### config.mk
export PLATFORM = sky130hd
export DESIGN_NAME = mdio_station_master
export DESIGN_NICKNAME = d
export VERILOG_FILES = /design/src/rtl/mdio_pkg.sv /design/src/rtl/mdio_mdc_gen.sv /design/src/rtl/mdio_frame_engine.sv /design/src/rtl/mdio_station_master.sv
export SDC_FILE = /design/constraint.sdc
export NUM_CORES = 1
export LEC_CHECK = 0
export BUFFER_PORTS_ARGS = -buffer_cell sky130_fd_sc_hd__buf_2
export CELL_PAD_IN_SITES_DETAIL_PLACEMENT = 1
export CELL_PAD_IN_SITES_GLOBAL_PLACEMENT = 1
export CORE_MARGIN = 3
export CORE_UTILIZATION = 39
export DETAILED_ROUTE_END_ITERATION = 10
export GPL_TIMING_DRIVEN = 0
export PLACE_DENSITY_LB_ADDON = 0.3
export SETUP_SLACK_MARGIN = 0.1
export SKIP_LAST_GASP = 1
export SYNTH_ARGS = -nofsm -noshare
export SYNTH_HDL_FRONTEND = slang
export SYNTH_SLANG_ARGS = --single-unit
### constraint.sdc
create_clock -name clk -period 5.09 [get_ports clk]
set_input_delay 0.509 -clock clk [delete_from_list [all_inputs] [get_ports clk]]
set_output_delay 0.509 -clock clk [all_outputs]
set_load 0.02 [all_outputs]
### src/rtl/mdio_pkg.sv
package mdio_pkg;

    localparam int PRE_BITS   = 32;
    localparam int FRAME_BITS = 32;
    localparam int POS_W      = $clog2(PRE_BITS + FRAME_BITS);
    localparam int FIDX_W     = $clog2(FRAME_BITS);

    localparam logic [POS_W-1:0] POS_TA_HI  = POS_W'(17);
    localparam logic [POS_W-1:0] POS_TA_LO  = POS_W'(16);
    localparam logic [POS_W-1:0] POS_LAST   = '0;
    localparam logic [POS_W-1:0] POS_FIRST_PRE = POS_W'(PRE_BITS + FRAME_BITS - 1);
    localparam logic [POS_W-1:0] POS_FIRST_NOPRE = POS_W'(FRAME_BITS - 1);

    typedef struct packed {
        logic [1:0]  st;
        logic [1:0]  op;
        logic [4:0]  phy;
        logic [4:0]  regad;
        logic [1:0]  ta;
        logic [15:0] data;
    } mdio_frame_t;

    typedef struct packed {
        logic       legal;
        logic       is_read;
        logic [1:0] start_bits;
        logic [1:0] wire_op;
    } op_decode_t;

    function automatic op_decode_t decode_op(input logic c45, input logic [1:0] op);
        op_decode_t d;
        d = '0;
        if (c45) begin
            d.start_bits = 2'b00;
            unique case (op)
                2'd0: begin d.legal = 1'b1; d.wire_op = 2'b00; end
                2'd1: begin d.legal = 1'b1; d.wire_op = 2'b01; end
                2'd3: begin d.legal = 1'b1; d.wire_op = 2'b11; d.is_read = 1'b1; end
                default: d.legal = 1'b0;
            endcase
        end else begin
            d.start_bits = 2'b01;
            unique case (op)
                2'd0: begin d.legal = 1'b1; d.wire_op = 2'b01; end
                2'd1: begin d.legal = 1'b1; d.wire_op = 2'b10; d.is_read = 1'b1; end
                default: d.legal = 1'b0;
            endcase
        end
        return d;
    endfunction

endpackage

### src/rtl/mdio_mdc_gen.sv
module mdio_mdc_gen #(
    parameter int HALF_DIV = 10
) (
    input  logic clk,
    input  logic rst,
    input  logic run,
    output logic mdc,
    output logic rise,
    output logic fall
);
    localparam int CW = $clog2(HALF_DIV + 1);
    localparam logic [CW-1:0] TERM = CW'(HALF_DIV - 1);

    logic [CW-1:0] cnt;
    logic          term;

    assign term = run && (cnt == TERM);
    assign rise = term && !mdc;
    assign fall = term && mdc;

    always_ff @(posedge clk) begin
        if (rst || !run) begin
            cnt <= '0;
            mdc <= 1'b0;
        end else if (cnt == TERM) begin
            cnt <= '0;
            mdc <= ~mdc;
        end else begin
            cnt <= cnt + 1'b1;
        end
    end
endmodule

### src/rtl/mdio_frame_engine.sv
module mdio_frame_engine
    import mdio_pkg::*;
(
    input  logic        clk,
    input  logic        rst,
    input  logic        start,
    input  mdio_frame_t frame_in,
    input  logic        is_read,
    input  logic        pre_en,
    input  logic        rise,
    input  logic        fall,
    input  logic        mdio_i,
    output logic        busy,
    output logic        mdio_o,
    output logic        mdio_oe,
    output logic        done,
    output logic        rx_ok,
    output logic [15:0] rx_data
);
    mdio_frame_t      frame_q;
    logic [POS_W-1:0] pos;
    logic [POS_W-1:0] nxt;
    logic             rd_q;

    function automatic logic bit_at(input mdio_frame_t f, input logic [POS_W-1:0] p);
        if (p >= POS_W'(FRAME_BITS)) return 1'b1;
        return f[p[FIDX_W-1:0]];
    endfunction

    assign nxt  = pos - 1'b1;
    assign done = busy && fall && (pos == POS_LAST);

    always_ff @(posedge clk) begin
        if (rst) begin
            busy    <= 1'b0;
            pos     <= '0;
            frame_q <= '0;
            rd_q    <= 1'b0;
            mdio_o  <= 1'b1;
            mdio_oe <= 1'b0;
            rx_ok   <= 1'b0;
            rx_data <= '0;
        end else if (!busy) begin
            if (start) begin
                busy    <= 1'b1;
                frame_q <= frame_in;
                rd_q    <= is_read;
                pos     <= pre_en ? POS_FIRST_PRE : POS_FIRST_NOPRE;
                mdio_o  <= pre_en ? 1'b1 : frame_in.st[1];
                mdio_oe <= 1'b1;
                rx_ok   <= 1'b0;
            end
        end else begin
            if (rise && rd_q) begin
                if (pos == POS_TA_LO)
                    rx_ok <= !mdio_i;
                else if (pos < POS_TA_LO)
                    rx_data <= {rx_data[14:0], mdio_i};
            end
            if (fall) begin
                if (pos == POS_LAST) begin
                    busy    <= 1'b0;
                    mdio_oe <= 1'b0;
                    mdio_o  <= 1'b1;
                end else begin
                    pos     <= nxt;
                    mdio_o  <= bit_at(frame_q, nxt);
                    mdio_oe <= !(rd_q && (nxt <= POS_TA_HI));
                end
            end
        end
    end
endmodule

### src/rtl/mdio_station_master.sv
module mdio_station_master
    import mdio_pkg::*;
#(
    parameter int HALF_DIV = 10
) (
    input  logic        clk,
    input  logic        rst,
    input  logic        cfg_we,
    input  logic        cfg_c45,
    input  logic        cfg_pre_en,
    input  logic        wd_we,
    input  logic [15:0] wd_value,
    input  logic        cmd_we,
    input  logic [1:0]  cmd_op,
    input  logic [4:0]  cmd_phy,
    input  logic [4:0]  cmd_addr,
    output logic        wr_pending,
    output logic        rd_pending,
    output logic        rd_valid,
    output logic [15:0] rd_data,
    output logic        mdc,
    output logic        mdio_o,
    output logic        mdio_oe,
    input  logic        mdio_i
);
    logic        c45_q;
    logic        pre_q;
    logic [15:0] wd_q;
    op_decode_t  dec;
    mdio_frame_t frame_new;
    logic        accept;
    logic        busy, rise, fall, done, rx_ok;
    logic [15:0] rx_data;

    assign dec    = decode_op(c45_q, cmd_op);
    assign accept = cmd_we && dec.legal && !wr_pending && !rd_pending;

    always_comb begin
        frame_new       = '0;
        frame_new.st    = dec.start_bits;
        frame_new.op    = dec.wire_op;
        frame_new.phy   = cmd_phy;
        frame_new.regad = cmd_addr;
        frame_new.ta    = 2'b10;
        frame_new.data  = wd_q;
    end

    always_ff @(posedge clk) begin
        if (rst) begin
            c45_q <= 1'b0;
            pre_q <= 1'b1;
            wd_q  <= '0;
        end else begin
            if (cfg_we) begin
                c45_q <= cfg_c45;
                pre_q <= cfg_pre_en;
            end
            if (wd_we) wd_q <= wd_value;
        end
    end

    always_ff @(posedge clk) begin
        if (rst) begin
            wr_pending <= 1'b0;
            rd_pending <= 1'b0;
            rd_valid   <= 1'b0;
            rd_data    <= '0;
        end else if (accept) begin
            if (dec.is_read) begin
                rd_pending <= 1'b1;
                rd_valid   <= 1'b0;
            end else begin
                wr_pending <= 1'b1;
            end
        end else if (done) begin
            wr_pending <= 1'b0;
            rd_pending <= 1'b0;
            if (rd_pending) begin
                rd_valid <= rx_ok;
                rd_data  <= rx_data;
            end
        end
    end

    mdio_mdc_gen #(.HALF_DIV(HALF_DIV)) u_mdc (
        .clk  (clk),
        .rst  (rst),
        .run  (busy),
        .mdc  (mdc),
        .rise (rise),
        .fall (fall)
    );

    mdio_frame_engine u_eng (
        .clk      (clk),
        .rst      (rst),
        .start    (accept),
        .frame_in (frame_new),
        .is_read  (dec.is_read),
        .pre_en   (pre_q),
        .rise     (rise),
        .fall     (fall),
        .mdio_i   (mdio_i),
        .busy     (busy),
        .mdio_o   (mdio_o),
        .mdio_oe  (mdio_oe),
        .done     (done),
        .rx_ok    (rx_ok),
        .rx_data  (rx_data)
    );
endmodule

==> flow_metrics.py, run 1 <==
metrics = {
    "synth": {
        "synthesis.area_mm2": 0.004026,
        "synth_edf_count": 0,
        "synth_top_family_by_area": "simple AND/OR/NAND/NOR gates",
        "synth-simple-area-share_pct": 20.91,
        "synth-seq-area-share_pct": 48.73,
        "synth_xor_xnor_area_share_pct": 1.927,
        "async_flop_share_pct": 0,
        "synth_top_flop_cell": "dfxtp_1",
        "ys_seq_elements": 98,
        "post_synth_fa_ha_maj_area_fraction_pct": 1.554,
        "synth.avg_cell_area_um2": 8.810,
        "synth_compound_area_share_pct": 10.44,
        "synth_cell_type_count": 46,
        "yosys_warnings": 0,
        "syn_inst": 457,
        "synth_mux_area_share_pct": 12.71,
        "syn-num-nets": 498,
    },
    "cells_and_area": {
        "drive_above_1_share_pct": 16.64,
        "final_common_cell": "nand2_1",
        "antenna_cells": 0,
        "area_delta_synth_final_pct": 16.07,
        "multi_input_area_mm2": 0.001914,
        "utilization_pct": 47.16,
        "layout.cells.non_filler": 662,
        "register_area_mm2": 0.001962,
        "nets": 565,
        "layout_common_cells": "nand2_1 (103), dfxtp_1 (98), nor2_1 (63)",
        "fill_cells": 1207,
    },
    "global_routing": {
        "grt_pass1_wl_um": 17040,
        "grt_max_degree": 18,
        "first_global_vias": 3531,
        "gr-total-overflow": 0,
        "track_usage_pct": 18.66,
        "antenna_found_initial": 0,
    },
    "critical_path": {
        "cp-end-kind": "register",
        "r2r-start": "u_eng.pos[0]$_SDFFE_PP0P_",
        "rrSetupSlack_ps": 2330,
        "reg2reg_to": "u_eng.mdio_o$_SDFFE_PP1P_",
        "worst_ep_required_time_ps": 5340,
        "worstPathArrival_ps": 3010,
        "path_class": "reg -> reg",
        "slowest_stage": "mux4_1",
        "crit_top_cell": "nand4_1",
        "startpoint_type": "register",
        "cp_max_fo": 10,
        "reg2reg_depth": 9,
        "crit_chain": "clkbuf_8 -> inv_1 -> ha_1 -> clkbuf_1 -> mux4_1 -> nand2_1 -> nand4_1 -> nand4_1 -> a21oi_1",
        "max_stage_delay_ps": 680,
    },
    "floorplanning": {
        "die_width_um": 107.6,
        "start_util_pct": 40.63,
        "dieArea_mm2": 0.01158,
        "rows": 36,
        "io_pins": 58,
        "core_area_mm2": 0.009910,
        "die_h_um": 107.6,
    },
    "routing": {
        "drtPass1Iterations": 4,
        "drt_iter0_drc": 69,
        "post_drt_wl_per_cell_um": 15.56,
        "wirelength_um": 10300,
        "drc": 0,
        "drtAntennaViolNets": 0,
        "num_vias": 3360,
        "viasPerCell": 5.076,
    },
    "timing": {
        "fin_skew_ps": 9.474,
        "worstMarginPinSlew_ps": 637.9,
        "finalHoldViolCount": 0,
        "tns_ps": 0,
        "slew_viol_final": 0,
        "slew_headroom_pct": 57.26,
        "fin_crit_ps": 2763,
        "setup_violations": 0,
        "finalCritPeriodShare_pct": 54.29,
        "max_freq_mhz": 361.9,
        "rsz0062_at_grt": "no",
    },
    "power_and_ir_drop": {
        "vdd_ir_drop_max_v": 0.0001418,
        "leakagePower_uw": 0.001824,
        "p_per_area_mw_per_mm2": 328.2,
    },
    "clock_tree": {
        "ctsRootBufferMaster": "clkbuf_8",
        "post-cts-setup-buffers": 0,
        "ctsHoldBuffers": 0,
        "htree_levels": 3,
        "post_cts_resized": 0,
        "cts_buffers": 9,
        "cts.path.max_buffers": 2,
        "clock_sinks": 98,
        "path_clk_slew_ps": 100,
        "insertion_delay_ps": 370,
        "cts_tree": "yes",
    },
    "min_path": {
        "worstHoldEndpoint": "pre_q$_SDFFE_PP1P_",
        "min_from": "cfg_pre_en",
        "whs_path_depth": 2,
        "holdCritPathClass": "in -> reg",
    },
    "placement": {
        "gp_congestion": 0.7727,
        "place_hpwl_um": 7707,
        "place_inst": 646,
        "portBuffers": 56,
    },
    "run": {
        "drv_cap": 0,
    },
    "status": {
        "run_status": "finished, final reports clean",
    },
}
-- cells by family (layout without fill, tap and decap cells) --
| family | count (synthesis) | in the layout |
|---|---|---|
| and+or+nand+nor | 198 | 198 |
| DFF | 98 | 98 |
| AOI/OAI and AO/OA | 73 | 73 |
| muxes | 42 | 42 |
| buffers and inverters | 33 | 105 |
| xor gates and xnor gates | 8 | 8 |
| adders and majority gates | 5 | 5 |
-- worst max-delay path, delay by kind of cell (launching register included) --
family          cells  cell delay [ps]
compound gates      1               80
fa+ha+maj           1              330
mux                 1              680
flops               1              430
buf+inv             3              790
simple gates        3              330
-- cell usage after synthesis, drive strengths merged (3+ instances only) --
library cell  instances  area [um^2]
buf                   8        46.29
nand2               103        386.6
xnor2                 5        51.30
a211oi                3        22.52
nor2                 63        236.5
dfxtp                98         1962
nor3                  6        46.30
xor2                  3        26.28
a311oi                3        26.28
mux2i                35        350.3
a21oi                49        245.2
o21ai                 7        35.03
mux4                  6        150.1
inv                   6        22.52
clkbuf               19        81.32
or3                   4        25.02
ha                    5        62.56
nand4                 4        25.02
nand3                 4        20.02
nand3b                4        30.03
-- final cells by class --
cell class	instances	share of cell area [%]
flip-flops and latches	98	41.98
multi-input cells	326	40.96
repair buffers	56	5.997
well taps	133	3.561
plain buffers	27	2.731
clock buffers	9	2.651
clock inverters	7	1.633
inverters	6	0.4819
-- per-layer routing --
layer | vias to the layer above | wire length, um | GRT usage (%)
met5 | - | 0 | 0
met3 | 12 | 253 | 2.579
li1 | 1677 | - | -
met2 | 41 | 5167 | 32.59
met4 | 0 | 182 | 8.025
met1 | 1630 | 4696 | 22.86
-- worst max path at each step --
| stage | to | from | cells past startpoint |
|---|---|---|---|
| 2_1_floorplan | u_eng.mdio_o$_SDFFE_PP1P_ | u_eng.pos[0]$_SDFFE_PP0P_ | 9 |
| 3_3_place_gp | u_eng.mdio_o$_SDFFE_PP1P_ | u_eng.pos[0]$_SDFFE_PP0P_ | 9 |
| 3_5_place_dp | u_eng.mdio_o$_SDFFE_PP1P_ | u_eng.pos[0]$_SDFFE_PP0P_ | 9 |
| 4_1_cts | u_eng.mdio_o$_SDFFE_PP1P_ | u_eng.pos[0]$_SDFFE_PP0P_ | 9 |
| 5_1_grt | u_eng.mdio_o$_SDFFE_PP1P_ | u_eng.pos[0]$_SDFFE_PP0P_ | 9 |
| 6_report | u_eng.mdio_o$_SDFFE_PP1P_ | u_eng.pos[0]$_SDFFE_PP0P_ | 9 |
-- where the power goes --
group | switching (uW) | total [uW] | internal (uW)
registers | 21.6 | 815 | 793
logic | 122 | 201 | 79.0
clock network | 287 | 518 | 231
-- registers in the layout (all words and copies together), names as in the netlist --
name / count
rd_data: 16
wd_q: 16
u_eng.rx_data: 16
u_mdc.mdc: 1
u_eng.pos: 6
rd_valid: 1
u_eng.mdio_o: 1
c45_q: 1
pre_q: 1
u_eng.busy: 1
wr_pending: 1
u_eng.frame_q: 30
u_mdc.cnt: 4
u_eng.rx_ok: 1
u_eng.mdio_oe: 1
rd_pending: 1
-- stage by stage --
step                      hold WS (ps)  power (uW)  setup slack (ps)  instance area, um^2
final                            359.3        1534              2327                 4673
after global routing             347.8        1601              2114                 4673
after CTS                        343.3        1546              2315                 4673
after detailed placement         445.9        1034              2336                 4473
after global placement           440.2        1026              2380                 4473
after floorplan                  431.2       965.9              2841                 4026
Power figures use the tool's default switching activity.
==> run 2: changes to the inputs <==
--- a/config.mk
+++ b/config.mk
@@ -9,7 +9,7 @@
 export CELL_PAD_IN_SITES_DETAIL_PLACEMENT = 1
 export CELL_PAD_IN_SITES_GLOBAL_PLACEMENT = 1
 export CORE_MARGIN = 3
-export CORE_UTILIZATION = 39
+export CORE_UTILIZATION = 38
 export DETAILED_ROUTE_END_ITERATION = 10
 export GPL_TIMING_DRIVEN = 0
 export PLACE_DENSITY_LB_ADDON = 0.3
==> constraint.sdc (replaced) <==
create_clock -name clk -period 2.25 [get_ports clk]
set_input_delay 0.225 -clock clk [delete_from_list [all_inputs] [get_ports clk]]
set_output_delay 0.225 -clock clk [all_outputs]
set_load 0.02 [all_outputs]
==> run 2 against run 1 <==
Against the previous run: sequential power up 130%; critical endpoint unchanged; sequential cell count is the same; cell area up 3.5%.
==> flow_metrics.py, run 2 (synthesized netlist as in run 1, its figures left out) <==
metrics = {
    "routing": {
        "drtAntennaViolNets": 0,
        "wirelength_um": 10580,
        "drt_iter0_drc": 108,
        "num_vias": 3410,
        "post_drt_wl_per_cell_um": 15.77,
        "drc": 0,
        "viasPerCell": 5.082,
        "drtPass1Iterations": 4,
    },
    "clock_tree": {
        "insertion_delay_ps": 370,
        "cts_buffers": 9,
        "htree_levels": 3,
        "cts.path.max_buffers": 2,
        "cts_tree": "yes",
        "path_clk_slew_ps": 90,
        "clock_sinks": 98,
        "ctsRootBufferMaster": "clkbuf_8",
    },
    "placement": {
        "postPlaceCellArea_mm2": 0.004486,
        "place_hpwl_um": 7792,
        "place_inst": 646,
        "portBuffers": 56,
        "gp_congestion": 0.7598,
    },
    "critical_path": {
        "crit_chain": "clkinvlp_4 -> ha_4 -> xnor2_4 -> buf_12 -> mux4_2 -> nand2_1 -> nand4_1 -> nand4_1 -> a21oi_1",
        "path_delay_family": "multiplexers",
        "path_class": "reg -> reg",
        "startpoint_type": "register",
        "crit_top_cell": "nand4_1",
        "reg2reg_depth": 9,
        "cp-end-kind": "register",
        "rrSetupSlack_ps": 200,
        "max_stage_delay_ps": 520,
        "worstPathArrival_ps": 2290,
        "worst_ep_required_time_ps": 2500,
        "r2r-start": "u_eng.pos[0]$_SDFFE_PP0P_",
        "crit_buf_inv": 2,
        "worstSetupStartpoint": "u_eng.pos[0]$_SDFFE_PP0P_",
        "slowest_stage": "mux4_2",
        "cp_max_fo": 7,
        "reg2reg_to": "u_eng.mdio_o$_SDFFE_PP1P_",
    },
    "min_path": {
        "holdCritPathClass": "in -> reg",
        "min_from": "cfg_pre_en",
        "worstHoldEndpoint": "pre_q$_SDFFE_PP1P_",
        "whs_path_depth": 2,
    },
    "timing": {
        "fin_skew_ps": 11.90,
        "max_freq_mhz": 488.8,
        "finalCritPeriodShare_pct": 90.93,
        "worstMarginPinSlew_ps": 587.9,
        "finalHoldViolCount": 0,
        "slew_viol_final": 0,
        "slew_headroom_pct": 60.81,
        "fin_crit_ps": 2046,
        "rsz0062_at_grt": "yes",
        "setup_violations": 0,
    },
    "floorplanning": {
        "die_width_um": 108.9,
        "io_pins": 58,
        "die_h_um": 108.9,
        "core_area_mm2": 0.01004,
        "dieArea_mm2": 0.01187,
        "start_util_pct": 40.08,
        "rows": 36,
    },
    "global_routing": {
        "gr-total-overflow": 0,
        "track_usage_pct": 19.08,
        "antenna_found_initial": 0,
        "grt_max_degree": 17,
        "first_global_vias": 3659,
        "grt_pass1_wl_um": 17610,
    },
    "power_and_ir_drop": {
        "p_int_uw": 2693,
        "p_per_area_mw_per_mm2": 758.0,
        "p_clk_share_pct": 35.1,
        "vdd_ir_drop_max_v": 0.0003536,
        "p_switching_uw": 971.5,
        "pwr-share-comb_pct": 14.5,
        "swShare_pct": 26.51,
        "seqPwrFrac_pct": 50.4,
        "leakagePower_uw": 0.001898,
        "finalPower_uw": 3665,
    },
    "cells_and_area": {
        "area_delta_synth_final_pct": 20.07,
        "final_common_cell": "nand2_1",
        "top_register": "u_eng.frame_q",
        "layout_common_cells": "nand2_1 (102), dfxtp_1 (96), nor2_1 (62)",
        "layout.cells.non_filler": 671,
        "antenna_cells": 0,
        "stdcell_area_mm2": 0.004835,
        "fill_cells": 1202,
        "largest_reg_flops": 30,
        "register_area_mm2": 0.001967,
        "drive_above_1_share_pct": 20.82,
        "nets": 574,
        "multi_input_area_mm2": 0.001942,
    },
    "status": {
        "run_status": "finished, final reports clean",
    },
    "run": {
        "drv_cap": 0,
    },
}
==> run 2: area by class of cell <==
type	count	share of cell area, %
buffer	26	2.924
clock buffer	11	2.924
clock inverter	5	1.708
inverter	6	0.5435
multi-input combinational	326	40.17
sequential	98	40.68
tap	133	3.442
timing repair buffer	66	7.609
==> run 2: how the worst max path moves through the flow <==
stage | slack (ps) | to | cells after the start
2_1_floorplan | 120 | u_eng.mdio_o$_SDFFE_PP1P_ | 9
3_3_place_gp | -250 | u_eng.mdio_o$_SDFFE_PP1P_ | 9
3_5_place_dp | -290 | u_eng.mdio_o$_SDFFE_PP1P_ | 9
4_1_cts | 130 | u_eng.mdio_o$_SDFFE_PP1P_ | 10
5_1_grt | 90 | rd_data[6]$_SDFFE_PP0P_ | 8
6_report | 200 | u_eng.mdio_o$_SDFFE_PP1P_ | 9
==> run 2: metal layers <==
metal | global-route usage, % | vias to the layer above | part of all wire (%)
met5 | 0 | - | 0
met4 | 6.222 | 0 | 1.2
met3 | 3.730 | 10 | 3.0
met2 | 34.25 | 48 | 52
met1 | 22.73 | 1665 | 44
li1 | - | 1687 | -
==> run 2: power groups by stage <==
stage	Combinational, uW	Clock [uW]	Sequential (uW)
2_1_floorplan	319	0	1870
3_3_place_gp	446	0	1880
3_5_place_dp	460	0	1880
4_1_cts	535	1320	1840
5_1_grt	588	1390	1860
6_report	533	1290	1850
==> run 2: worst reg2reg max path, cell delays in order, from the launching register on <==
cell	delay, ps
dfxtp_4	380
clkinvlp_4	110
ha_4	200
xnor2_4	160
buf_12	150
mux4_2	520
nand2_1	90
nand4_1	90
nand4_1	160
a21oi_1	90
==> run 2: through the flow <==
step	hold slack, ps	TNS, ps	setup WS [ps]	utilization, %
floorplan	342.9	0	116.6	-
global placement	434.8	-938.3	-247.1	44.66
detailed placement	446.2	-1284	-285.5	44.66
CTS	52.01	0	130.6	47.97
global route	68.53	0	86.56	48.13
finish	66.67	0	204.1	48.13
==> run 2: repair_timing <==
action,CTS,global route
buffers inserted,7,3
pin swaps,4,7
endpoints found under the setup margin,14,34
gates resized for setup,11,16
hold buffers,0,0
